<file path="src/rtl/pwrup_pkg.sv">
// Shared types for the SDRAM power-up sequencer.
// Assumes command bits are ordered {cs_n, ras_n, cas_n, we_n}.
package pwrup_pkg;

    typedef enum logic [3:0] {
        CMD_LMR = 4'b0000,
        CMD_REF = 4'b0001,
        CMD_PRE = 4'b0010,
        CMD_ACT = 4'b0011,
        CMD_WR  = 4'b0100,
        CMD_RD  = 4'b0101,
        CMD_NOP = 4'b0111,
        CMD_INH = 4'b1111
    } sdr_cmd_e;

    typedef enum logic [2:0] {
        ST_WAIT,
        ST_PRE,
        ST_REF,
        ST_LMR,
        ST_HOLD,
        ST_IDLE
    } init_step_e;

    // Converts a time in picoseconds to whole clock cycles, rounding up, minimum 1.
    function automatic int ps_to_cycles(input int t_ps, input int period_ps);
        int c;
        c = (t_ps + period_ps - 1) / period_ps;
        return (c < 1) ? 1 : c;
    endfunction

endpackage

</file>
<file path="src/rtl/pwrup_timer.sv">
// Loadable down counter used for every wait of the power-up sequence.
// Counts down to zero and holds there. A load takes priority over counting.
// Assumes RESET_VAL fits in WIDTH bits.
module pwrup_timer #(
    parameter int WIDTH = 16,
    parameter logic [WIDTH-1:0] RESET_VAL = '0
) (
    input  logic             clk,
    input  logic             rst_n,
    input  logic             load_i,
    input  logic [WIDTH-1:0] load_val_i,
    output logic             zero_o
);

    logic [WIDTH-1:0] cnt_q;

    // Counter: reload on request, otherwise count down and stop at zero.
    always_ff @(posedge clk) begin
        if (!rst_n) begin
            cnt_q <= RESET_VAL;
        end else if (load_i) begin
            cnt_q <= load_val_i;
        end else if (cnt_q != '0) begin
            cnt_q <= cnt_q - 1'b1;
        end
    end

    assign zero_o = (cnt_q == '0);


    timer_hold_chk: assert property (@(posedge clk) disable iff (!rst_n)
        (zero_o && !load_i) |=> zero_o);

endmodule

</file>
<file path="src/rtl/pwrup_ctrl.sv">
// Step controller of the power-up sequence.
// Each issuing step waits for the shared timer to reach zero, emits its command
// for one cycle, reloads the timer with its recovery gap minus one and moves on.
// Assumes the timer it drives reports zero in the cycle after its count runs out.
module pwrup_ctrl
    import pwrup_pkg::*;
#(
    parameter int TW     = 16,
    parameter int REF_N  = 8,
    parameter int TRP_C  = 5,
    parameter int TRFC_C = 17,
    parameter int TMRD_C = 2
) (
    input  logic          clk,
    input  logic          rst_n,
    input  logic          zero_i,
    output logic          load_o,
    output logic [TW-1:0] load_val_o,
    output sdr_cmd_e      cmd_o,
    output logic          done_o
);

    localparam int RW = $clog2(REF_N + 1);

    init_step_e    step_q, step_d;
    logic [RW-1:0] ref_left_q;
    logic          ref_dec;
    logic          set_done;

    // Next step, command and timer reload for the current step.
    always_comb begin
        step_d     = step_q;
        cmd_o      = CMD_NOP;
        load_o     = 1'b0;
        load_val_o = '0;
        ref_dec    = 1'b0;
        set_done   = 1'b0;
        case (step_q)
            ST_WAIT: if (zero_i) step_d = ST_PRE;
            ST_PRE: if (zero_i) begin
                cmd_o      = CMD_PRE;
                load_o     = 1'b1;
                load_val_o = TW'(TRP_C - 1);
                step_d     = ST_REF;
            end
            ST_REF: if (zero_i) begin
                cmd_o      = CMD_REF;
                load_o     = 1'b1;
                load_val_o = TW'(TRFC_C - 1);
                ref_dec    = 1'b1;
                if (ref_left_q == RW'(1)) step_d = ST_LMR;
            end
            ST_LMR: if (zero_i) begin
                cmd_o      = CMD_LMR;
                load_o     = 1'b1;
                load_val_o = TW'(TMRD_C - 1);
                step_d     = ST_HOLD;
            end
            ST_HOLD: if (zero_i) begin
                set_done = 1'b1;
                step_d   = ST_IDLE;
            end
            default: step_d = ST_IDLE;
        endcase
    end

    // Step register.
    always_ff @(posedge clk) begin
        if (!rst_n) step_q <= ST_WAIT;
        else        step_q <= step_d;
    end

    // Remaining auto-refresh count.
    always_ff @(posedge clk) begin
        if (!rst_n)       ref_left_q <= RW'(REF_N);
        else if (ref_dec) ref_left_q <= ref_left_q - 1'b1;
    end

    // Sticky completion flag.
    always_ff @(posedge clk) begin
        if (!rst_n)        done_o <= 1'b0;
        else if (set_done) done_o <= 1'b1;
    end


    ref_underflow_chk: assert property (@(posedge clk) disable iff (!rst_n)
        (step_q == ST_REF) |-> (ref_left_q != '0));


    done_sticky_chk: assert property (@(posedge clk) disable iff (!rst_n)
        done_o |=> done_o);

endmodule

</file>
<file path="src/rtl/pwrup_cmd_out.sv">
// Output stage: registers the chosen command and the address and bank that go with it.
// The precharge sets the all-bank bit, the mode write carries the mode word and
// every other command drives zero on the address pins.
// Assumes AP_BIT < ROW_BITS.
module pwrup_cmd_out
    import pwrup_pkg::*;
#(
    parameter int ROW_BITS = 13,
    parameter int AP_BIT   = 10,
    parameter int DQM_W    = 2,
    parameter logic [ROW_BITS-1:0] MODE_WORD = '0
) (
    input  logic                clk,
    input  logic                rst_n,
    input  sdr_cmd_e            cmd_i,
    output logic                cs_n_o,
    output logic                ras_n_o,
    output logic                cas_n_o,
    output logic                we_n_o,
    output logic                cke_o,
    output logic [DQM_W-1:0]    dqm_o,
    output logic [1:0]          ba_o,
    output logic [ROW_BITS-1:0] addr_o
);

    localparam logic [ROW_BITS-1:0] AP_MASK = ROW_BITS'(1) << AP_BIT;

    logic [ROW_BITS-1:0] addr_d;

    // Address pins for the command about to be issued.
    always_comb begin
        case (cmd_i)
            CMD_PRE: addr_d = AP_MASK;
            CMD_LMR: addr_d = MODE_WORD;
            default: addr_d = '0;
        endcase
    end

    // Pin register: inhibit during reset, otherwise the selected command.
    always_ff @(posedge clk) begin
        if (!rst_n) begin
            {cs_n_o, ras_n_o, cas_n_o, we_n_o} <= CMD_INH;
            addr_o <= '0;
            ba_o   <= 2'b00;
        end else begin
            {cs_n_o, ras_n_o, cas_n_o, we_n_o} <= cmd_i;
            addr_o <= addr_d;
            ba_o   <= 2'b00;
        end
    end

    // Clock enable and byte masks held high throughout.
    always_ff @(posedge clk) begin
        cke_o <= 1'b1;
        dqm_o <= '1;
    end

endmodule

</file>
<file path="src/rtl/sdram_pwrup_seq.sv">
// SDRAM power-up initialization sequencer, top level.
// Runs wait, all-bank precharge, N auto refreshes and a mode write, then raises
// init_done and drives NOP until reset. Timing parameters are in ps/ns and are
// rounded up to whole cycles. Assumes clk is the SDRAM clock and already stable.
module sdram_pwrup_seq
    import pwrup_pkg::*;
#(
    parameter int CLK_PERIOD_PS = 4000,
    parameter int WAIT_NS       = 200000,
    parameter int TRP_NS        = 18,
    parameter int TRFC_NS       = 66,
    parameter int TMRD_CYC      = 2,
    parameter int REFRESH_COUNT = 8,
    parameter int DQ_WIDTH      = 16,
    parameter int ROW_BITS      = 13,
    parameter int AP_BIT        = 10,
    parameter logic [ROW_BITS-1:0] MODE_WORD = 'h033
) (
    input  logic                  clk,
    input  logic                  rst_n,
    output logic                  sdr_cs_n,
    output logic                  sdr_ras_n,
    output logic                  sdr_cas_n,
    output logic                  sdr_we_n,
    output logic                  sdr_cke,
    output logic [DQ_WIDTH/8-1:0] sdr_dqm,
    output logic [1:0]            sdr_ba,
    output logic [ROW_BITS-1:0]   sdr_addr,
    output logic                  init_done
);

    localparam int DQM_W    = DQ_WIDTH / 8;
    localparam int WAIT_CYC = ps_to_cycles(WAIT_NS * 1000, CLK_PERIOD_PS);
    localparam int TRP_C    = ps_to_cycles(TRP_NS * 1000, CLK_PERIOD_PS);
    localparam int TRFC_C   = ps_to_cycles(TRFC_NS * 1000, CLK_PERIOD_PS);
    localparam int TMRD_C   = (TMRD_CYC < 1) ? 1 : TMRD_CYC;
    localparam int REF_N    = (REFRESH_COUNT < 8) ? 8 : REFRESH_COUNT;
    localparam int MAX_A    = (WAIT_CYC > TRP_C) ? WAIT_CYC : TRP_C;
    localparam int MAX_B    = (TRFC_C > TMRD_C) ? TRFC_C : TMRD_C;
    localparam int MAXV     = (MAX_A > MAX_B) ? MAX_A : MAX_B;
    localparam int TW       = $clog2(MAXV + 1);
    localparam int RW       = $clog2(REF_N + 1);

    logic          tmr_load;
    logic [TW-1:0] tmr_val;
    logic          tmr_zero;
    sdr_cmd_e      next_cmd;

    pwrup_timer #(
        .WIDTH     (TW),
        .RESET_VAL (TW'(WAIT_CYC - 1))
    ) timer_i (
        .clk        (clk),
        .rst_n      (rst_n),
        .load_i     (tmr_load),
        .load_val_i (tmr_val),
        .zero_o     (tmr_zero)
    );

    pwrup_ctrl #(
        .TW     (TW),
        .REF_N  (REF_N),
        .TRP_C  (TRP_C),
        .TRFC_C (TRFC_C),
        .TMRD_C (TMRD_C)
    ) ctrl_i (
        .clk        (clk),
        .rst_n      (rst_n),
        .zero_i     (tmr_zero),
        .load_o     (tmr_load),
        .load_val_o (tmr_val),
        .cmd_o      (next_cmd),
        .done_o     (init_done)
    );

    pwrup_cmd_out #(
        .ROW_BITS  (ROW_BITS),
        .AP_BIT    (AP_BIT),
        .DQM_W     (DQM_W),
        .MODE_WORD (MODE_WORD)
    ) out_i (
        .clk     (clk),
        .rst_n   (rst_n),
        .cmd_i   (next_cmd),
        .cs_n_o  (sdr_cs_n),
        .ras_n_o (sdr_ras_n),
        .cas_n_o (sdr_cas_n),
        .we_n_o  (sdr_we_n),
        .cke_o   (sdr_cke),
        .dqm_o   (sdr_dqm),
        .ba_o    (sdr_ba),
        .addr_o  (sdr_addr)
    );

    // ---- Checker state: counts observed at the pins since reset ----
    logic [3:0]    bus_cmd;
    logic [TW-1:0] gate_cnt;
    logic          pre_seen;
    logic [RW-1:0] ref_seen;

    assign bus_cmd = {sdr_cs_n, sdr_ras_n, sdr_cas_n, sdr_we_n};

    // Edges since reset, saturating at the wait length.
    always_ff @(posedge clk) begin
        if (!rst_n)                      gate_cnt <= '0;
        else if (gate_cnt < TW'(WAIT_CYC)) gate_cnt <= gate_cnt + 1'b1;
    end

    // Precharge and refresh commands seen on the bus.
    always_ff @(posedge clk) begin
        if (!rst_n) begin
            pre_seen <= 1'b0;
            ref_seen <= '0;
        end else begin
            if (bus_cmd == CMD_PRE) pre_seen <= 1'b1;
            if (bus_cmd == CMD_REF && ref_seen != RW'(REF_N)) ref_seen <= ref_seen + 1'b1;
        end
    end


    wait_gate_chk: assert property (@(posedge clk) disable iff (!rst_n)
        (!sdr_cs_n && bus_cmd != CMD_NOP) |-> (gate_cnt == TW'(WAIT_CYC)));


    ref_after_pre_chk: assert property (@(posedge clk) disable iff (!rst_n)
        (bus_cmd == CMD_REF) |-> pre_seen);


    lmr_after_refs_chk: assert property (@(posedge clk) disable iff (!rst_n)
        (bus_cmd == CMD_LMR) |-> (ref_seen == RW'(REF_N)));


    done_nop_chk: assert property (@(posedge clk) disable iff (!rst_n)
        init_done |-> (bus_cmd == CMD_NOP));

endmodule

</file>
<file path="config.mk">
export PLATFORM = sky130hd
export DESIGN_NAME = sdram_pwrup_seq
export DESIGN_NICKNAME = d
export VERILOG_FILES = /design/src/rtl/pwrup_pkg.sv /design/src/rtl/pwrup_timer.sv /design/src/rtl/pwrup_ctrl.sv /design/src/rtl/pwrup_cmd_out.sv /design/src/rtl/sdram_pwrup_seq.sv
export SDC_FILE = /design/constraint.sdc
export NUM_CORES = 1
export LEC_CHECK = 0
export ABC_AREA = 0
export BUFFER_PORTS_ARGS = -buffer_cell sky130_fd_sc_hd__buf_4
export CAP_MARGIN = 20
export CORE_ASPECT_RATIO = 1.75
export CORE_MARGIN = 2
export CORE_UTILIZATION = 55
export CTS_CLUSTER_DIAMETER = 60
export DETAILED_ROUTE_END_ITERATION = 16
export PLACE_DENSITY = 0.82
export SYNTH_ARGS = -nofsm -noshare
export SYNTH_HDL_FRONTEND = slang
export SYNTH_SLANG_ARGS = --single-unit
</file>
<file path="constraint.sdc">
create_clock -name clk -period 2.34 [get_ports clk]
set_input_delay 0.117 -clock clk [delete_from_list [all_inputs] [get_ports clk]]
set_output_delay 0.117 -clock clk [all_outputs]
set_load 0.01 [all_outputs]
</file>
==> flow_summary.rst <==
.. list-table::
   :header-rows: 1

   * - Metric
     - Value
   * - Required @ worst endpoint
     - 2.55 ns
   * - Flip-flop and latch count after synthesis
     - 30
   * - Number of max-slew violations in the final report
     - 0
   * - Worst hold path class
     - in2reg
   * - Data arrival time of the worst path
     - 2.33 ns
   * - Parity-gate share of the synthesized area counting xor and xnor cells
     - 0.553%
   * - Routed length on met1
     - 1220 um
   * - Post-detailed-routing wire length
     - 3340 um
   * - TritonCTS clock tree
     - done
   * - Worst-case clock skew
     - 0.00624 ns
   * - Number of instances in the synthesized netlist
     - 183
   * - Synthesis-to-layout area growth
     - 6.56%
   * - Routed met2 length
     - 1780 um
   * - CTS root buffer
     - sky130_fd_sc_hd__clkbuf_8
   * - Maximum operating frequency
     - 472 MHz
   * - Post-Synth Adder-Cell Area
     - 2.37%
   * - Post-DR vias/cell
     - 6.18
   * - Wire length of the first global-routing pass
     - 5570 um
   * - Leading cell type in the layout, fill and taps excluded
     - sky130_fd_sc_hd__dfxtp_1
   * - Cells along the critical path
     - inv_1 > ha_1 > nor4b_1 > and4_1 > buf_4 > nand3_1 > a211oi_1
   * - Endpoints failing hold
     - 0
   * - Combinational family with the most area after synthesis
     - simple AND/OR/NAND/NOR gates
   * - Final RePlAce weighted congestion
     - 0.864
   * - Most frequent cells in the layout
     - sky130_fd_sc_hd__dfxtp_1 (30), sky130_fd_sc_hd__buf_4 (14), sky130_fd_sc_hd__nor2_1 (13), sky130_fd_sc_hd__conb_1 (13)
   * - Max incr delay on CP
     - 0.50 ns
   * - Crit-path leading delay family
     - simple AND/OR/NAND/NOR gates
   * - Register area share after synthesis
     - 37.9%
   * - Fin cells
     - 218
   * - Total number of clock tree sinks
     - 30
   * - Setup repair after global routing missed its margin
     - no
   * - Critical Path Start Type
     - register
   * - Horizontal die dimension
     - 44.6 um
   * - Worst Path Buf+Inv
     - 2
   * - Die boundary height
     - 75.0 um
   * - Full die area
     - 0.00334 mm2
   * - Top routing layer used
     - met4
   * - Number of gates given a new drive strength after cts
     - 0
   * - Footprint of the flip-flops and latches
     - 601 um2
   * - Via count of the first global-routing pass
     - 1323
   * - Largest net degree at the start of global routing
     - 20
   * - Basic-gate share of the synthesized area counting and, or, nand and nor cells
     - 29.5%
   * - Number of nets in the finished design
     - 196
   * - Count of TritonRoute iterations in the first routing pass
     - 4
   * - Sum of overflow across all layers after global routing
     - 0
   * - DRC violation count after routing
     - 0
   * - Total standard cell area after synthesis
     - 0.00158 mm2
   * - Core footprint
     - 0.00272 mm2
   * - Synth area leader
     - sky130_fd_sc_hd__dfxtp_1
   * - Average wire per cell in the routed design
     - 15.3 um
   * - Cell row count
     - 25
   * - N_diodes
     - 0
   * - Initial DRC count
     - 34
   * - Finish-stage setup viols
     - 0
   * - Yosys top cell area share
     - 37.9%
   * - Area of combinational cells with multiple inputs
     - 836 um2
   * - Mean instance size in the synthesized netlist
     - 8.66 um2
   * - Result of the run
     - finished clean
   * - GRT Overall Usage
     - 23.2%
   * - Post-CTS Setup Repair Bufs
     - 0
   * - Depth of the CTS H-tree
     - 2
   * - Met3 WL
     - 156 um
   * - Clock Tree Buf Depth
     - 2
   * - WS Path Type
     - reg2reg
   * - Number of distinct standard cells referenced by the synthesized netlist
     - 40
   * - Register-to-register path setup slack
     - 0.22 ns
   * - Initial antenna violation count
     - 0
   * - Worst-path maximum fanout
     - 11
   * - Initial Utilization
     - 58.2%
   * - Filler Cells Inserted
     - 228
   * - Clock slew at the register clock pins of the worst setup and hold paths
     - 0.06 ns
   * - HPWL after detailed placement
     - 2490 um
   * - Hold Buf Count CTS
     - 0
   * - Slowest-stage cell, CP
     - sky130_fd_sc_hd__and4_1
   * - Ports placed on the boundary
     - 25
   * - TNS Setup
     - 0 ns
   * - Worst IR Drop VDD
     - 366 uV
   * - Multiplexer share of the synthesized area
     - 3.16%
   * - Clock latency on the worst-skew pair
     - 0.29 ns
   * - Sum of internal, switching and leakage power
     - 950 uW
   * - CTS Buf Count
     - 5
   * - Post-route fraction of the period consumed by the critical path
     - 90.6%
   * - Kind of end point of the critical path
     - register
   * - Pwr dens
     - 563 mW/mm2
   * - Count of warnings emitted by yosys
     - 0
   * - Post-layout minimum cycle time
     - 2.12 ns
   * - Number of placed cells counting well taps
     - 211
   * - Reported max-cap violation count
     - 0
   * - Port Buf Inserts
     - 11
   * - Fraction of the mapped netlist area in compound gates
     - 14.1%
   * - Layout cells sized above 1
     - 13.6%
   * - Via count
     - 1347
   * - Lkg Pwr
     - 0.000627 uW
   * - Count of nets left with antenna violations after detail routing
     - 0
   * - Largest cells by area after synthesis
     - sky130_fd_sc_hd__dfxtp_1 (38%), sky130_fd_sc_hd__buf_4 (8.1%), sky130_fd_sc_hd__mux2i_1 (3.2%), sky130_fd_sc_hd__or3_1 (3.2%), sky130_fd_sc_hd__nor2_1 (3.1%)
area by class of cell:
class | count | share of cell area, %
Clock buffer | 5 | 4.08
Clock inverter | 2 | 0.593
Inverter | 9 | 2.00
Multi-Input combinational cell | 131 | 49.5
Sequential cell | 30 | 35.6
Tap cell | 27 | 2.00
Timing Repair Buffer | 14 | 6.23
cells in the mapped netlist (all sizes together):
master,number
nand2b,5
a31oi,3
a21boi,1
nand3,9
nand4b,3
o211ai,2
nand2,7
ha,3
nor3,7
or3,8
nor4b,1
o31ai,1
or4,2
o21ai,10
clkbuf,6
a311o,1
a221oi,1
a21o,1
or2,1
dfxtp,30
o41ai,3
a21oi,8
nor4,6
xor2,1
inv,9
nor2,13
mux2i,5
conb,2
nand3b,2
nand4,4
or4b,4
and4,2
a211oi,3
o311ai,1
buf,18
registers in the layout (all words and copies together) (netlist names):
register and flops:
ctrl_i.ref_left_q 4, out_i.we_n_o 1, ctrl_i.done_o 1, ctrl_i.step_q 3
out_i.cs_n_o 1, out_i.addr_o 2, timer_i.cnt_q 16, out_i.ras_n_o 1
out_i.cas_n_o 1
report_power, final:
part           switching [uW]  total [uW]  leakage, uW  internal, uW
Clock                     190         389    0.0000438           199
Sequential               6.42         523     0.000243           516
Combinational            28.2        39.2     0.000340          11.0
Total                     224         950     0.000627           726
through the flow:
step / worst slack (ns) / cell area, um2 / utilization, % / hold slack, ns
CTS: 0.222 / 1690 / 62.0 / 0.112
finish: 0.220 / 1690 / 62.0 / 0.113
global placement: 0.314 / 1610 / 59.1 / 0.402
floorplan: 0.391 / 1630 / - / 0.417
global route: 0.0471 / 1690 / 62.0 / 0.134
detailed placement: 0.237 / 1610 / 59.1 / 0.407
worst reg2reg max path: cells and delay by family, from the launching register on:
kind,cells,cell delay [ns]
flip-flops,1,0.36
AO/OA/AOI/OAI,1,0.23
adder cells (fa/ha/maj),1,0.25
buffers and inverters,2,0.30
AND/OR/NAND/NOR,3,0.91
per-layer routing:
layer / track usage, % / vias to the layer above
li1: - / 659
met1: 23.3 / 618
met2: 38.6 / 48
met3: 6.00 / 22
met4: 19.2 / 0
met5: 0 / -
worst paths after layout:
path                          from                to  depth (start not counted)
setup reg to reg  timer_i.cnt_q[0]  ctrl_i.step_q[1]                          7
hold reg to reg      ctrl_i.done_o     ctrl_i.done_o                          2
hold / removal               rst_n  timer_i.cnt_q[2]                          2
setup / recovery  timer_i.cnt_q[0]  ctrl_i.step_q[1]                          7
logic make-up (layout without fill, tap and decap cells):
| logic type | Yosys count | count (layout) |
|---|---|---|
| XOR/XNOR | 1 | 1 |
| buffers and inverters | 33 | 30 |
| AO/OA/AOI/OAI | 35 | 35 |
| multiplexers | 5 | 5 |
| other | 2 | 13 |
| AND/OR/NAND/NOR | 74 | 74 |
| flip-flops | 30 | 30 |
| adder cells (fa/ha/maj) | 3 | 3 |
Note: power is estimated with default switching activity, not from simulation.
